**src/rtl/brk_pkg.sv**
```systemverilog
package brk_pkg;

   typedef enum logic [1:0] {
      SEL_BASE = 2'd0,
      SEL_MASK = 2'd1,
      SEL_COND = 2'd2,
      SEL_NONE = 2'd3
   } reg_sel_e;

   typedef enum logic [1:0] {
      BUS_OFF   = 2'b00,
      BUS_LOCAL = 2'b01,
      BUS_INSTR = 2'b10,
      BUS_ALIAS = 2'b11
   } bus_sel_e;

   // Live part of the condition word; bit order matters (decoded by the qualifier)
   typedef struct packed {
      logic [1:0] bus;   // bits 7:6
      logic [1:0] kind;  // bits 5:4
      logic [1:0] dir;   // bits 3:2
      logic [1:0] size;  // bits 1:0
   } cond_t;

   localparam int COND_LIVE_W = $bits(cond_t);
   localparam int COND_REG_W  = 16;

endpackage

```
**src/rtl/brk_regs.sv**
```systemverilog
module brk_regs
   import brk_pkg::*;
#(
   parameter int ADDR_W = 32,
   parameter int DATA_W = 32
)(
   input  logic              clk,
   input  logic              rst_n,
   input  logic              wr_en,
   input  logic [1:0]        sel,
   input  logic [DATA_W-1:0] wdata,
   output logic [ADDR_W-1:0] base_o,
   output logic [ADDR_W-1:0] mask_o,
   output cond_t             cond_o,
   output logic [DATA_W-1:0] rdata
);

   localparam int PAD_W = DATA_W - COND_LIVE_W;

   if (ADDR_W > DATA_W) begin : g_bad_width
      $error("brk_regs: ADDR_W must not exceed DATA_W");
   end
   if (DATA_W < COND_REG_W) begin : g_bad_data
      $error("brk_regs: DATA_W must hold the condition word");
   end

   logic [ADDR_W-1:0] base_q, mask_q;
   cond_t             cond_q;

   always_ff @(posedge clk or negedge rst_n) begin
      if (!rst_n) begin
         base_q <= '0;
         mask_q <= '0;
         cond_q <= '0;
      end else if (wr_en) begin
         case (reg_sel_e'(sel))
            SEL_BASE: base_q <= wdata[ADDR_W-1:0];
            SEL_MASK: mask_q <= wdata[ADDR_W-1:0];
            SEL_COND: cond_q <= cond_t'(wdata[COND_LIVE_W-1:0]);
            default:  ;
         endcase
      end
   end

   always_comb begin
      case (reg_sel_e'(sel))
         SEL_BASE: rdata = DATA_W'(base_q);
         SEL_MASK: rdata = DATA_W'(mask_q);
         SEL_COND: rdata = {{PAD_W{1'b0}}, cond_q};
         default:  rdata = '0;
      endcase
   end

   assign base_o = base_q;
   assign mask_o = mask_q;
   assign cond_o = cond_q;

   // reserved part of the condition word is never visible
   a_r3_reserved_zero: assert property (@(posedge clk) disable iff (!rst_n)
      (reg_sel_e'(sel) == SEL_COND) |-> (rdata[DATA_W-1:COND_LIVE_W] == '0));

   // unused select never returns data
   a_r2_none_reads_zero: assert property (@(posedge clk) disable iff (!rst_n)
      (reg_sel_e'(sel) == SEL_NONE) |-> (rdata == '0));

endmodule

```
**src/rtl/brk_addr_match.sv**
```systemverilog
module brk_addr_match #(
   parameter int ADDR_W = 32,
   parameter int STYLE  = 1   // 0: vector reduction, 1: per-bit slices
)(
   input  logic [ADDR_W-1:0] addr,
   input  logic [ADDR_W-1:0] base,
   input  logic [ADDR_W-1:0] mask,
   output logic              equal
);

   if (STYLE != 0 && STYLE != 1) begin : g_bad_style
      $error("brk_addr_match: STYLE must be 0 or 1");
   end

   if (STYLE == 0) begin : g_vec
      assign equal = ~|((addr ^ base) & ~mask);
   end else begin : g_bits
      logic [ADDR_W-1:0] bit_ok;
      for (genvar i = 0; i < ADDR_W; i++) begin : g_bit
         assign bit_ok[i] = mask[i] | (addr[i] ~^ base[i]);
      end
      assign equal = &bit_ok;
   end

endmodule

```
**src/rtl/brk_cycle_qual.sv**
```systemverilog
module brk_cycle_qual
   import brk_pkg::*;
(
   input  cond_t      cond,
   input  logic       ibus,
   input  logic       fetch,
   input  logic       write,
   input  logic [1:0] size,
   output logic       ok
);

   logic bus_ok, kind_ok, dir_ok, size_ok;

   always_comb begin
      case (bus_sel_e'(cond.bus))
         BUS_LOCAL, BUS_ALIAS: bus_ok = ~ibus;
         BUS_INSTR:            bus_ok = ibus;
         default:              bus_ok = 1'b0;
      endcase

      case (cond.kind)
         2'b01:   kind_ok = fetch;
         2'b10:   kind_ok = ~fetch;
         default: kind_ok = 1'b1;
      endcase

      case (cond.dir)
         2'b01:   dir_ok = ~write;
         2'b10:   dir_ok = write;
         default: dir_ok = 1'b1;
      endcase

      if (cond.size == 2'b00 || fetch) size_ok = 1'b1;
      else                             size_ok = (size == cond.size - 2'd1);
   end

   assign ok = bus_ok & kind_ok & dir_ok & size_ok;

endmodule

```
**src/rtl/brk_match_top.sv**
```systemverilog
module brk_match_top
   import brk_pkg::*;
#(
   parameter int ADDR_W    = 32,
   parameter int DATA_W    = 32,
   parameter int CMP_STYLE = 1
)(
   input  logic              clk,
   input  logic              rst_n,
   input  logic              reg_wr,
   input  logic [1:0]        reg_sel,
   input  logic [DATA_W-1:0] reg_wdata,
   output logic [DATA_W-1:0] reg_rdata,
   input  logic              acc_valid,
   input  logic [ADDR_W-1:0] acc_addr,
   input  logic              acc_ibus,
   input  logic              acc_fetch,
   input  logic              acc_write,
   input  logic [1:0]        acc_size,
   output logic              brk_hit
);

   logic [ADDR_W-1:0] base_w, mask_w;
   cond_t             cond_w;
   logic              addr_eq, cyc_ok, hit_q;

   brk_regs #(.ADDR_W(ADDR_W), .DATA_W(DATA_W)) u_regs (
      .clk(clk), .rst_n(rst_n), .wr_en(reg_wr), .sel(reg_sel),
      .wdata(reg_wdata), .base_o(base_w), .mask_o(mask_w),
      .cond_o(cond_w), .rdata(reg_rdata)
   );

   brk_addr_match #(.ADDR_W(ADDR_W), .STYLE(CMP_STYLE)) u_addr (
      .addr(acc_addr), .base(base_w), .mask(mask_w), .equal(addr_eq)
   );

   brk_cycle_qual u_qual (
      .cond(cond_w), .ibus(acc_ibus), .fetch(acc_fetch),
      .write(acc_write), .size(acc_size), .ok(cyc_ok)
   );

   // Comparison uses the settings held before any same-cycle write
   always_ff @(posedge clk or negedge rst_n) begin
      if (!rst_n) hit_q <= 1'b0;
      else        hit_q <= acc_valid & addr_eq & cyc_ok;
   end

   assign brk_hit = hit_q;

   // a pulse needs a valid access one cycle earlier
   a_r10_hit_needs_valid: assert property (@(posedge clk) disable iff (!rst_n)
      brk_hit |-> $past(acc_valid));

   // a qualifying access always yields a pulse
   a_r10_hit_follows: assert property (@(posedge clk) disable iff (!rst_n)
      (acc_valid && addr_eq && cyc_ok) |=> brk_hit);

   // disabled channel stays silent
   a_r4_off_silent: assert property (@(posedge clk) disable iff (!rst_n)
      brk_hit |-> ($past(cond_w.bus) != BUS_OFF));

   // pulse only from the selected bus
   a_r5_bus_select: assert property (@(posedge clk) disable iff (!rst_n)
      brk_hit |-> ($past(cond_w.bus) == BUS_INSTR ? $past(acc_ibus) : !$past(acc_ibus)));

   // unmasked bits agreed with the stored address
   a_r6_addr_unmasked: assert property (@(posedge clk) disable iff (!rst_n)
      brk_hit |-> ((($past(acc_addr) ^ $past(base_w)) & ~$past(mask_w)) == '0));

endmodule

```
**config.mk**
```make
export PLATFORM = sky130hd
export DESIGN_NAME = brk_match_top
export DESIGN_NICKNAME = d
export VERILOG_FILES = /design/src/rtl/brk_pkg.sv /design/src/rtl/brk_regs.sv /design/src/rtl/brk_addr_match.sv /design/src/rtl/brk_cycle_qual.sv /design/src/rtl/brk_match_top.sv
export SDC_FILE = /design/constraint.sdc
export NUM_CORES = 1
export LEC_CHECK = 0
export CORE_AREA = 4 4 123 125
export DETAILED_ROUTE_END_ITERATION = 12
export DIE_AREA = 0 0 127 129
export RECOVER_POWER = 100
export SLEW_MARGIN = 10
export SYNTH_ARGS = -nofsm -noshare
export SYNTH_HDL_FRONTEND = slang
export SYNTH_HIERARCHICAL = 1
export SYNTH_SLANG_ARGS = --single-unit
```
**constraint.sdc**
```tcl
create_clock -name clk -period 4.6 [get_ports clk]
set_input_delay 0.46 -clock clk [delete_from_list [all_inputs] [get_ports clk]]
set_output_delay 0.46 -clock clk [all_outputs]
set_load 0.05 [all_outputs]
```
# After elaboration in Yosys (flattened, before gate mapping)
# Index checks and enable logic that the tools add are counted.
[totals]
ff_bits = 73
wordCells = 103
inputBits = 75
[classes]
n_eq_ne = 10
mux = 5
n_addsub = 1
reduce_logical = 8
bitwise = 72
[ops]
columns = ["op", "n"]
rows = [
  ["$pmux 32 s3", 1],
  ["$or 1x1->1", 32],
  ["$reduce_and 32->1", 1],
  ["$xnor 1x1->1", 32],
  ["$eq 2x2->1 const B", 5],
  ["$eq 2x1->1 const B", 4],
  ["$pmux 1 s2", 3],
  ["$reduce_and 2->1", 3],
  ["$and 1x1->1", 5],
  ["$logic_not 2->1", 2],
  ["$not 1->1", 3],
  ["$eq 2x2->1", 1],
  ["$reduce_or 2->1", 1],
  ["$sub 2x1->2 const B", 1],
  ["$logic_or 1x1->1", 1],
  ["$mux 1", 1],
]

# Longest topological paths before layout
[depth]
word_depth = 7
ltp_mapped = 6
mapped_depth_nobuf = 6

# By module
# The synthesis kept the hierarchy.
[by_module_without_submodules]
columns = ["module", "seq_area_each_um2", "area_per_inst_um2", "cells_each", "n_inst"]
rows = [
  ["brk_regs", 1801.7, 3239.4, 227, 1],
  ["brk_addr_match", 0.0, 414.1, 53, 1],
  ["brk_cycle_qual", 0.0, 167.7, 21, 1],
  ["brk_match_top", 25.0, 31.3, 2, 1],
]

# Least setup slack after synthesis
# OpenSTA, ideal clock, no wires.
[synth_timing]
kind = "input to output"
start = "input port reg_sel[0]"
end = "output port reg_rdata[0]"
cell_stages = 4
path_buffers = 2
setup_slack_ps = 2371
arrival_ps = 1769
required_ps = 4140
cell_sequence = "buf_4 -> buf_2 -> mux2i_1 -> o2bb2ai_1"
[synth_between]
elab_chain_len = 2
elab_cells_between_ends = 4
[synth_lines]
columns = ["item", "line_no", "rtl"]
rows = [
  ["start: declaration", "brk_match_top.sv:11", "input logic [1:0] reg_sel,"],
  ["$eq 2x2->1 (tied with other cells)", "brk_regs.sv:46", "case (reg_sel_e'(sel))"],
  ["$pmux 32 s3 (*)", "brk_regs.sv:46", ""],
  ["end: declaration", "brk_match_top.sv:13", "output logic [DATA_W-1:0] reg_rdata,"],
]
# Every way passes the cells marked *; elsewhere a longest branch is shown, timed or not.

# Worst setup path after layout
[layout_timing]
start = "input port reg_wr"
end = "register u_regs.base_q[17] (netlist: u_regs/base_o[17])"
[layout_between]
elab_chain_len = 1
[layout_lines]
columns = ["item", "line_no", "rtl"]
rows = [
  ["start: declaration", "brk_match_top.sv:10", "input logic reg_wr,"],
  ["$reduce_and 2->1 (no source line)", "-", ""],
  ["end signal: assignment", "brk_regs.sv:37", "SEL_BASE: base_q <= wdata[ADDR_W-1:0];"],
  ["end: declaration", "brk_regs.sv:27", "logic [ADDR_W-1:0] base_q, mask_q;"],
]
# Every way passes these cells.
# A chain may end at the register's enable or synchronous reset.

==> impl_metrics.py <==
metrics = {
    "worst_hold_path": {
        "hold_end": "u_regs/mask_o[5]$_DFFE_PN0P_",
        "hold_path_depth": 1,
        "hold_path.class": "flop to flop",
        "hold_start": "u_regs/mask_o[5]$_DFFE_PN0P_",
    },
    "clock_network": {
        "clock_latency_ps": 330,
        "cts_tree": "built",
        "hold_buffers": 0,
        "postCtsResizedCells": 0,
        "cts.path.max_buffers": 2,
        "clock-root-buffer": "clkbuf_16",
        "numCtsBuffers": 9,
        "htreeDepth": 3,
        "clk_pin_slew_ps": 60,
        "cts_sinks": 73,
        "cts_setup_buffers": 0,
    },
    "synthesis": {
        "synth_edf_count": 0,
        "ys_seq_area_share_pct": 47.4,
        "syn_nets": 383,
        "avgSynthCellArea_um2": 12.7,
        "async_flop_share_pct": 100,
        "synth_compound_area_share_pct": 5.00,
        "syn_inst": 303,
        "synth_seq_cells": 73,
        "yosysWarnings": 6,
        "synth_xor_area_share_pct": 7.73,
        "yosys.area_share.simple_pct": 5.59,
        "muxShareOfSynthArea_pct": 29.6,
        "synth_top_family_by_area": "multiplexers",
        "synth_fa_ha_area_share_pct": 1.62,
        "synth_cell_type_count": 25,
        "synthesis.area_um2": 3850,
        "ys.flop_type": "dfrtp_1",
    },
    "timing": {
        "final.setup_skew_ps": 3.53,
        "finalHoldViolCount": 0,
        "finalSetupTns_ps": 0,
        "worstMarginPinSlew_ps": 2230,
        "max_slew_margin_pct": -48.8,
        "setup_viol": 0,
        "period_share_pct": 76.0,
        "rsz0062_at_grt": "no",
        "max_freq_mhz": 286,
        "slew_viol_final": 121,
        "period_needed_ps": 3490,
    },
    "grt": {
        "first_global_vias": 2978,
        "use_met3_pct": 3.36,
        "grt_overflow": 0,
        "grt_pass1_wl_um": 16200,
        "grtUsageTotal_pct": 12.9,
        "antenna_found_initial": 0,
        "busiest_layer": "met2",
        "grt_max_degree": 74,
        "met1_usage_pct": 16.5,
        "grt_use_met2_pct": 21.5,
    },
    "setup_path": {
        "crit_required_ps": 4810,
        "rr_worst_depth": 5,
        "start_kind": "input pin",
        "path_class": "input pin to flop",
        "cp_cell_sequence": "dlygate4sd3_1 -> nor3b_1 -> buf_4 -> mux2_2",
        "r2r_slack_ps": 3000,
        "r2r_end": "brk_hit$_DFF_PN0_",
        "critical_path_buf_inv_count": 2,
        "critPathMaxFanout": 20,
        "cp_slowest_stage_delay_ps": 1720,
        "timing.rr.start": "u_regs/base_o[3]$_DFFE_PN0P_",
        "cp_top_family": "simple AND/OR/NAND/NOR gates",
        "worstPathArrival_ps": 3700,
        "endpoint_kind": "flop",
        "crit_slowest_cell": "nor3b_1",
    },
    "placement": {
        "io_buffer_count": 107,
        "place_congestion": 0.743,
        "dp_hpwl_um": 7360,
        "placed_area_um2": 5060,
    },
    "routing": {
        "drtPass1Iterations": 4,
        "vias_per_cell": 4.57,
        "vias": 2709,
        "drtIter0Drc": 40,
        "ant_nets": 0,
        "wirelength_um": 10300,
        "drc": 0,
        "routedWlPerCell_um": 17.3,
    },
    "status": {
        "outcome": "finished with violations",
        "violations": "capacitance limit, slew limit",
    },
    "floorplan": {
        "row_count": 43,
        "start_util_pct": 27.8,
        "core_um2": 13900,
        "fp.dieArea_um2": 16400,
        "die_w_um": 127,
        "dieHeight_um": 129,
        "ios": 108,
    },
    "cells_and_area": {
        "nNetsFinal": 489,
        "syn_to_final_growth_pct": 39.1,
        "n_antenna_cell": 0,
        "layout-drive-gt1-share_pct": 21.5,
        "fin_area_um2": 5360,
    },
    "pwr": {
        "cellPowerDensity_nw_per_um2": 424,
        "ir_drop_mv": 0.159,
        "p_leak_nw": 2.25,
    },
    "flow_run": {
        "maxCapViolations": 3,
    },
}
[layout by cell type (no fill, tap or decap), types with 5 or more instances in the layout]
cell and count:
mux2_1 5, dlygate4sd3_1 35, mux2i_1 33, clkdlybuf4s50_1 69, inv_1 6, ha_1 5
nor2_1 24, clkbuf_16 9, o22ai_1 16, xnor2_1 32, mux2_2 67, dfrtp_1 73
o2bb2ai_1 8
[worst max path at each step]
stage                from                            end  slack, ps  cells past startpoint
2_1_floorplan  reg_sel[0]                   reg_rdata[0]       2370                      4
3_3_place_gp   reg_sel[0]                   reg_rdata[0]       1580                      4
5_1_grt            reg_wr  u_regs/base_o[17]$_DFFE_PN0P_        910                      4
4_1_cts        reg_sel[0]                   reg_rdata[0]       1570                      4
3_5_place_dp   reg_sel[0]                   reg_rdata[0]       1590                      4
6_report           reg_wr  u_regs/base_o[17]$_DFFE_PN0P_       1110                      4
[power breakdown]
group          total (W)  leakage, nW  internal, W  switching, W
clock network   0.000750        0.151     0.000485      0.000265
registers       0.000868        0.866     0.000764      0.000104
logic           0.000653         1.23     0.000317      0.000336
[routing by layer]
metal,share of wire [%],vias up
met4,1.0,0
li1,-,1304
met5,0,-
met3,4.8,7
met1,46,1327
met2,48,71
[flip-flops by register name, summed over array words and instances, names as in the netlist]
register / cells
brk_hit: 1
u_regs/mask_o: 32
u_regs/cond_o: 8
u_regs/base_o: 32
[cells in the mapped netlist, types with 4 or more instances]
cell type / n / share of area, %
dfrtp_1: 73 / 47
mux2_1: 4 / 1.2
clkbuf_1: 4 / 0.39
mux2i_1: 33 / 8.6
o2bb2ai_1: 8 / 1.8
o22ai_1: 16 / 2.6
ha_1: 5 / 1.6
xnor2_1: 32 / 7.3
inv_1: 6 / 0.58
mux2_2: 68 / 20
nor4_1: 4 / 0.65
buf_2: 6 / 0.78
nor2_1: 24 / 2.3
[cell families after synthesis]
group	Yosys count
AND/OR/NAND/NOR	38
XOR/XNOR	34
adder cells (fa/ha/maj)	5
buffers and inverters	21
AO/OA/AOI/OAI	27
flip-flops	73
multiplexers	105
[layout make-up]
type / count / area (um^2)
sequential: 73 / 1830
clock inverter: 5 / 80.1
tap: 180 / 225
timing repair buffer: 110 / 1080
inverter: 6 / 22.5
fill: 1390 / 8520
multi-input combinational: 209 / 1890
clock buffer: 10 / 239
[metrics by stage]
step	instances	hold WS [ps]	setup WS [ps]	total power, W	utilization (%)
2_1_floorplan	303	164	2370	0.00131	-
3_3_place_gp	578	504	1580	0.00155	36.5
3_5_place_dp	578	515	1590	0.00156	36.5
4_1_cts	593	321	1570	0.00233	38.8
5_1_grt	593	556	905	0.00240	38.6
6_report	593	519	1110	0.00227	38.6
Note: power is estimated with default switching activity, not from simulation.
